==> src/rtl/barrier_pkg.sv <==
package barrier_pkg;

  localparam int unsigned MAX_AGENTS = 16;

  // number of set bits in a vector of up to MAX_AGENTS agents
  function automatic int unsigned ones16(input logic [MAX_AGENTS-1:0] v);
    int unsigned n;
    n = 0;
    for (int i = 0; i < MAX_AGENTS; i++) begin
      n = n + 32'(v[i]);
    end
    return n;
  endfunction

  // the group is full when the waiting agents plus this cycle's arrivals cover it
  function automatic logic group_full(input int unsigned waiting,
                                      input int unsigned arriving,
                                      input int unsigned group);
    return (waiting + arriving) == group;
  endfunction

  // counter value after one cycle of arrivals
  function automatic int unsigned next_fill(input int unsigned waiting,
                                            input int unsigned arriving,
                                            input int unsigned group);
    if (group_full(waiting, arriving, group)) begin
      return 0;
    end
    return waiting + arriving;
  endfunction

endpackage

==> src/rtl/bar_accept.sv <==
module bar_accept #(
  parameter int unsigned N_AGENTS = 4,
  localparam int unsigned CNT_W = $clog2(N_AGENTS + 1)
) (
  input  logic [N_AGENTS-1:0] arrive_i,
  input  logic [N_AGENTS-1:0] released_i,
  output logic [N_AGENTS-1:0] accept_o,
  output logic [N_AGENTS-1:0] reject_o,
  output logic [CNT_W-1:0]    accept_cnt_o
);
  import barrier_pkg::*;

  logic [MAX_AGENTS-1:0] accept_wide;

  // only agents not already waiting may enter the episode
  assign accept_o = arrive_i & released_i;
  assign reject_o = arrive_i & ~released_i;

  always_comb begin
    accept_wide = '0;
    accept_wide[N_AGENTS-1:0] = accept_o;
  end

  assign accept_cnt_o = CNT_W'(ones16(accept_wide));

endmodule

==> src/rtl/bar_fill_counter.sv <==
module bar_fill_counter #(
  parameter int unsigned N_AGENTS = 4,
  localparam int unsigned CNT_W = $clog2(N_AGENTS + 1)
) (
  input  logic             clk_i,
  input  logic             rst_ni,
  input  logic [CNT_W-1:0] accept_cnt_i,
  output logic [CNT_W-1:0] count_o,
  output logic             complete_o
);
  import barrier_pkg::*;

  logic [CNT_W-1:0] count_q;
  logic [CNT_W-1:0] count_d;

  assign complete_o = group_full(32'(count_q), 32'(accept_cnt_i), N_AGENTS);
  assign count_d    = CNT_W'(next_fill(32'(count_q), 32'(accept_cnt_i), N_AGENTS));

  // single clocked update that takes every arrival of the cycle at once
  always_ff @(posedge clk_i or negedge rst_ni) begin
    if (!rst_ni) begin
      count_q <= '0;
    end else begin
      count_q <= count_d;
    end
  end

  assign count_o = count_q;

endmodule

==> src/rtl/bar_sense_bank.sv <==
module bar_sense_bank #(
  parameter int unsigned N_AGENTS = 4
) (
  input  logic                clk_i,
  input  logic                rst_ni,
  input  logic [N_AGENTS-1:0] accept_i,
  input  logic                complete_i,
  output logic [N_AGENTS-1:0] sense_o,
  output logic                flag_o,
  output logic [N_AGENTS-1:0] released_o
);

  logic flag_q;

  // shared release flag: takes the new polarity once per episode
  always_ff @(posedge clk_i or negedge rst_ni) begin
    if (!rst_ni) begin
      flag_q <= 1'b0;
    end else if (complete_i) begin
      flag_q <= ~flag_q;
    end
  end

  assign flag_o = flag_q;

  for (genvar g = 0; g < N_AGENTS; g++) begin : g_agent
    logic sense_q;

    always_ff @(posedge clk_i or negedge rst_ni) begin
      if (!rst_ni) begin
        sense_q <= 1'b0;
      end else if (accept_i[g]) begin
        sense_q <= ~sense_q;
      end
    end

    assign sense_o[g]    = sense_q;
    assign released_o[g] = (sense_q == flag_q);
  end

endmodule

==> src/rtl/barrier_unit.sv <==
module barrier_unit #(
  parameter int unsigned N_AGENTS = 4,
  localparam int unsigned CNT_W = $clog2(N_AGENTS + 1)
) (
  input  logic                clk_i,
  input  logic                rst_ni,
  input  logic [N_AGENTS-1:0] arrive_i,
  output logic [N_AGENTS-1:0] release_o
);

  if (N_AGENTS < 2 || N_AGENTS > 16) begin : g_bad_group
    $error("barrier_unit: N_AGENTS must lie in 2..16");
  end

  // named internal events, observed by the bound checker
  logic [N_AGENTS-1:0] accept_w;
  logic [N_AGENTS-1:0] reject_w;
  logic [CNT_W-1:0]    accept_cnt_w;
  logic [CNT_W-1:0]    count_w;
  logic                complete_w;
  logic [N_AGENTS-1:0] sense_w;
  logic                flag_w;
  logic [N_AGENTS-1:0] released_w;

  bar_accept #(.N_AGENTS(N_AGENTS)) u_accept (
    .arrive_i     (arrive_i),
    .released_i   (released_w),
    .accept_o     (accept_w),
    .reject_o     (reject_w),
    .accept_cnt_o (accept_cnt_w)
  );

  bar_fill_counter #(.N_AGENTS(N_AGENTS)) u_counter (
    .clk_i        (clk_i),
    .rst_ni       (rst_ni),
    .accept_cnt_i (accept_cnt_w),
    .count_o      (count_w),
    .complete_o   (complete_w)
  );

  bar_sense_bank #(.N_AGENTS(N_AGENTS)) u_sense (
    .clk_i      (clk_i),
    .rst_ni     (rst_ni),
    .accept_i   (accept_w),
    .complete_i (complete_w),
    .sense_o    (sense_w),
    .flag_o     (flag_w),
    .released_o (released_w)
  );

  assign release_o = released_w;

endmodule

==> config.mk <==
export PLATFORM = sky130hd
export DESIGN_NAME = barrier_unit
export DESIGN_NICKNAME = d
export VERILOG_FILES = /design/src/rtl/barrier_pkg.sv /design/src/rtl/bar_accept.sv /design/src/rtl/bar_fill_counter.sv /design/src/rtl/bar_sense_bank.sv /design/src/rtl/barrier_unit.sv
export SDC_FILE = /design/constraint.sdc
export NUM_CORES = 1
export LEC_CHECK = 0
export ABC_AREA = 1
export BUFFER_PORTS_ARGS = -buffer_cell sky130_fd_sc_hd__buf_2
export CORE_MARGIN = 2
export CORE_UTILIZATION = 45
export DETAILED_ROUTE_END_ITERATION = 8
export GPL_TIMING_DRIVEN = 0
export PLACE_DENSITY = 0.75
export SLEW_MARGIN = 5
export SYNTH_ARGS = -nofsm -noshare
export SYNTH_HDL_FRONTEND = slang
export SYNTH_HIERARCHICAL = 1
export SYNTH_SLANG_ARGS = --single-unit
==> constraint.sdc <==
create_clock -name clk_i -period 4.2 [get_ports clk_i]
set_input_delay 0.84 -clock clk_i [delete_from_list [all_inputs] [get_ports clk_i]]
set_output_delay 0.84 -clock clk_i [all_outputs]
set_load 0.01 [all_outputs]
==> results of run 1 <==
-- sequential cells by signal, summed over array words and instances, names as in the netlist --
| signal | flops |
|---|---|
| u_sense/g_agent.sense_q | 4 |
| u_sense/flag_o | 1 |
| u_counter/count_o | 3 |
-- cells in the final DEF (no fill, tap or decap) --
cell	count
clkbuf_4	3
clkbuf_1	2
inv_2	1
fa_1	2
inv_1	20
a21oi_1	1
buf_2	9
nor2_2	1
ha_1	5
nand2_1	39
dfrtp_1	8
nor2_1	1
-- worst max path at each step --
stage / slack (ns) / start / end / depth (start not counted)
floorplan: 1.21 / arrive_i[0] / u_sense/flag_o$_DFFE_PN0P_ / 14
global placement: 0.99 / arrive_i[0] / u_sense/flag_o$_DFFE_PN0P_ / 15
detailed placement: 0.95 / arrive_i[0] / u_sense/flag_o$_DFFE_PN0P_ / 15
CTS: 1.20 / u_sense/flag_o$_DFFE_PN0P_ / u_sense/flag_o$_DFFE_PN0P_ / 17
global route: 0.92 / u_sense/flag_o$_DFFE_PN0P_ / u_sense/flag_o$_DFFE_PN0P_ / 17
finish: 1.23 / arrive_i[0] / u_sense/flag_o$_DFFE_PN0P_ / 15
-- layer usage --
metal	global-route usage (%)	vias to the layer above	part of all wire (%)	wire length, µm
li1	-	252	-	-
met5	0	-	0	0
met3	1.73	0	2.8	26
met1	18.0	202	47	436
met2	28.7	5	50	457
met4	7.76	0	0	0
-- final cells by class --
cell class	count	area [µm²]	area share, %
sequential	8	200	31.5
inverter	21	78.8	12.4
multi-input combinational	49	264	41.5
buffer	2	7.51	1.18
tap	14	17.5	2.76
clock buffer	3	22.5	3.54
timing repair buffer	9	45.0	7.09
-- metrics by stage --
stage               hold WS [ns]  setup WS (ns)  cell area [µm²]
CTS                        0.431           1.20              636
global route               0.435          0.924              636
floorplan                  0.461           1.21              551
detailed placement         0.488          0.955              613
finish                     0.431           1.23              636
global placement           0.475          0.992              613
==> flow_metrics.tcl, run 1 <==
set metrics [dict create \
    status "finished clean" \
    gr-total-overflow 0 \
    root_buffer "clkbuf_4" \
    setup_violations 0 \
    cp.arrival_ns 3.11 \
    min_path_type "primary input to async pin" \
    wl_per_cell_um 8.68 \
    drcViolationCount 0 \
    nFillCells 111 \
    rr_endpoint "u_sense/flag_o$_DFFE_PN0P_" \
    io_pins 10 \
    cts_tree "built" \
    firstDrtPassIters 4 \
    synth_cells 80 \
    max_freq_mhz 336 \
    postCtsSetupRepairBufs 0 \
    rr_startpoint "u_sense/flag_o$_DFFE_PN0P_" \
    start_kind "primary input" \
    finClkSkew_ns 0.00121 \
    ys_warn_count 6 \
    crit_top_cell "nand2_1" \
    routed-via-count 459 \
    r2r_cells 17 \
    worstMarginPinSlew_ns 0.219 \
    fin_cells 106 \
    dieArea_mm2 0.00152 \
    postCtsHoldBufs 0 \
    rsz0062_at_grt "false" \
    drtAntennaViolNets 0 \
    drtIter0Drc 10 \
    antenna_found_initial 0 \
    maxCapViolations 0 \
    synth.avg_cell_area_um2 6.88 \
    area.growth.synth_to_final_pct 15.5 \
    cts_max_level 1 \
    cts_resized 0 \
    die-width_um 39.0 \
    crit_chain "buf_2 -> nand2_1 -> inv_1 -> fa_1 -> ha_1 -> ha_1 -> fa_1 -> inv_1 -> nand2_1 -> nor2_2 -> nand2_1 -> nor2_1 -> inv_1 -> nand2_1 -> nand2_1" \
    clock-sinks 8 \
    syn_nets 93 \
    layout_min_cycle_time_ns 2.97 \
    grt_pass1_vias 407 \
    regToRegSetupSlack_ns 1.23 \
    core_area_mm2 0.00113 \
    grt_max_degree 9 \
    place_congestion 0.690 \
    maxSlewViolCount 0 \
    initial_core_util_pct 48.9 \
    die_y_um 39.0 \
    antenna_cells 0 \
    vias_per_cell 4.33 \
    grt_first_pass_wirelength_mm 1.58 \
    drive_above_1_share_pct 15.2 \
    cp_slowest_cell "fa_1" \
    worstSkewPairLatency_ns 0.24 \
    crit_buf_inv 4 \
    fin_tns_setup_ns 0 \
    clk_pin_slew_ns 0.05 \
    hold_viol 0 \
    dp_cells 103 \
    path_delay_family "adder cells" \
    criticalPathCategory "primary input to flip-flop" \
    hpwlAfterDp_um 776 \
    port_buffers 9 \
    cpPeakStageDelay_ns 0.51 \
    post-route-util_pct 56.4 \
    slew_headroom_pct 85.4 \
    netlist_area_um2 551 \
    crit_path_end_kind "flip-flop" \
    clk_path_buf_depth 2 \
    num_rows 12 \
    cp_max_fo 3 \
    fin_crit_sh_pct 70.8 \
    cts_buffers 3 \
    nets 107 \
    required_ns 4.33 \
    wl_um 920 \
    track_usage_pct 15.8 \
]
Power of run 1 is not shown: default switching activity piles up to over one toggle a cycle in this logic, so the estimate is an artifact.
==> run 2: changes to the inputs <==
ABC_AREA = 0   (was 1)
CORE_AREA = 2 2 39 41   (was default)
CORE_MARGIN = default   (was 2)
CORE_UTILIZATION = default   (was 45)
DIE_AREA = 0 0 41 43   (was default)
clock period = 2.64 ns   (was 4.2 ns; I/O delays follow)
==> run 2 against run 1 <==
Effect of this change:
- the flow now finishes with violations (setup timing)
- routed wire length is 3.5% lower
- via count is 30% lower
- first-iteration DRC count is 90% lower
- cell count is 34% lower
- critical path type is now flip-flop to flip-flop
==> flow_metrics.tcl, run 2 <==
set metrics [dict create \
    dp_slack_ns -0.264 \
    dieArea_mm2 0.00176 \
    worst_slack_ns -0.202 \
    finClkSkew_ns 0.000660 \
    grt_pass1_vias 361 \
    max_freq_mhz 352 \
    syn_nets 52 \
    setup_violations 2 \
    status "complete, but fails checks" \
    initial_core_util_pct 37.0 \
    start_kind "flip-flop" \
    nFillCells 129 \
    cp_max_fo 5 \
    cpPeakStageDelay_ns 0.52 \
    die_y_um 43 \
    track_usage_pct 13.4 \
    maxSlewViolCount 0 \
    area.growth.synth_to_final_pct 48.7 \
    required_ns 2.82 \
    hold_slack_ns 0.111 \
    netlist_area_um2 512 \
    place_congestion 0.649 \
    port_buffers 9 \
    min_path_type "primary input to async pin" \
    r2r_cells 10 \
    nets 69 \
    drtIter0Drc 1 \
    wl_per_cell_um 12.7 \
    antenna_found_initial 0 \
    regToRegSetupSlack_ns -0.20 \
    crit_path_end_kind "flip-flop" \
    crit_top_cell "ha_4" \
    regMostFlops "u_sense/g_agent.sense_q" \
    synth.avg_cell_area_um2 13.1 \
    drtAntennaViolNets 0 \
    hpwlAfterDp_um 701 \
    cts_max_level 1 \
    criticalPathCategory "flip-flop to flip-flop" \
    clock-sinks 8 \
    crit_chain "buf_8 -> xnor2_4 -> and2_4 -> fa_1 -> ha_4 -> ha_4 -> fa_2 -> nor3_4 -> a21boi_4 -> xor2_2" \
    fin_crit_sh_pct 108 \
    mostFrequentLayoutCells "buf_2 (9), dfrtp_1 (8), and2_4 (4), xor2_1 (4)" \
    layout_min_cycle_time_ns 2.84 \
    slew_headroom_pct 85.6 \
    crit_cells 10 \
    root_buffer "clkbuf_4" \
    postCtsHoldBufs 0 \
    cp_slowest_cell "fa_1" \
    gr-total-overflow 0 \
    worstSkewPairLatency_ns 0.25 \
    ys_warn_count 6 \
    layout_commonest_cell "buf_2" \
    routed-via-count 321 \
    drcViolationCount 0 \
    hold_viol 0 \
    synth_cells 39 \
    io_pins 10 \
    violations "setup timing" \
    maxCapViolations 0 \
    firstDrtPassIters 2 \
    rr_endpoint "u_sense/flag_o$_DFFE_PN0P_" \
    cp.arrival_ns 3.02 \
    grt_max_degree 9 \
    rr_startpoint "u_sense/flag_o$_DFFE_PN0P_" \
    die-width_um 41 \
    rsz0062_at_grt "true" \
    worstMarginPinSlew_ns 0.217 \
    path_delay_family "adder cells" \
    core_area_mm2 0.00138 \
    crit_buf_inv 1 \
    cts_tree "built" \
    antenna_cells 0 \
    clk_path_buf_depth 2 \
    num_rows 14 \
    largest_reg_flops 4 \
    cts_buffers 3 \
    wl_um 888 \
    post-route-util_pct 55.0 \
    vias_per_cell 4.59 \
    drive_above_1_share_pct 63.0 \
    fin_tns_setup_ns -0.204 \
    clk_pin_slew_ns 0.05 \
    grt_first_pass_wirelength_mm 1.50 \
]
run 2: stage by stage:
stage / area [µm²] / cells
final: 761 / 70
after global routing: 761 / 70
after CTS: 724 / 68
after detailed placement: 674 / 64
after global placement: 674 / 64
after floorplan: 609 / 39
run 2: repair_timing:
action	CTS	global route
gates resized for setup	3	4
setup buffers	1	2
setup endpoints to repair	2	2
run 2: how the worst max path moves through the flow:
| stage | start | endpoint |
|---|---|---|
| 6_report | u_sense/flag_o$_DFFE_PN0P_ | u_sense/flag_o$_DFFE_PN0P_ |
| 5_1_grt | u_sense/flag_o$_DFFE_PN0P_ | u_sense/flag_o$_DFFE_PN0P_ |
| 4_1_cts | u_sense/flag_o$_DFFE_PN0P_ | u_sense/flag_o$_DFFE_PN0P_ |
| 3_5_place_dp | u_sense/flag_o$_DFFE_PN0P_ | u_sense/flag_o$_DFFE_PN0P_ |
| 3_3_place_gp | u_sense/flag_o$_DFFE_PN0P_ | u_sense/flag_o$_DFFE_PN0P_ |
| 2_1_floorplan | u_sense/flag_o$_DFFE_PN0P_ | u_sense/flag_o$_DFFE_PN0P_ |
run 2: layout make-up:
cell class,instances,area [µm²],area share [%]
clock buffer,3,22.5,2.96
buffer,3,22.5,2.96
multi-input combinational,28,424,55.8
tap,16,20.0,2.63
sequential,8,200,26.3
timing repair buffer,12,71.3,9.37
run 2: per-layer routing:
metal	routed length, µm	vias up	global-route usage [%]
met4	10	0	10.0
met3	40	2	3.14
met1	344	156	13.7
met2	492	8	21.9
li1	-	155	-
met5	0	-	0
Power of run 2 is left out for the same reason.
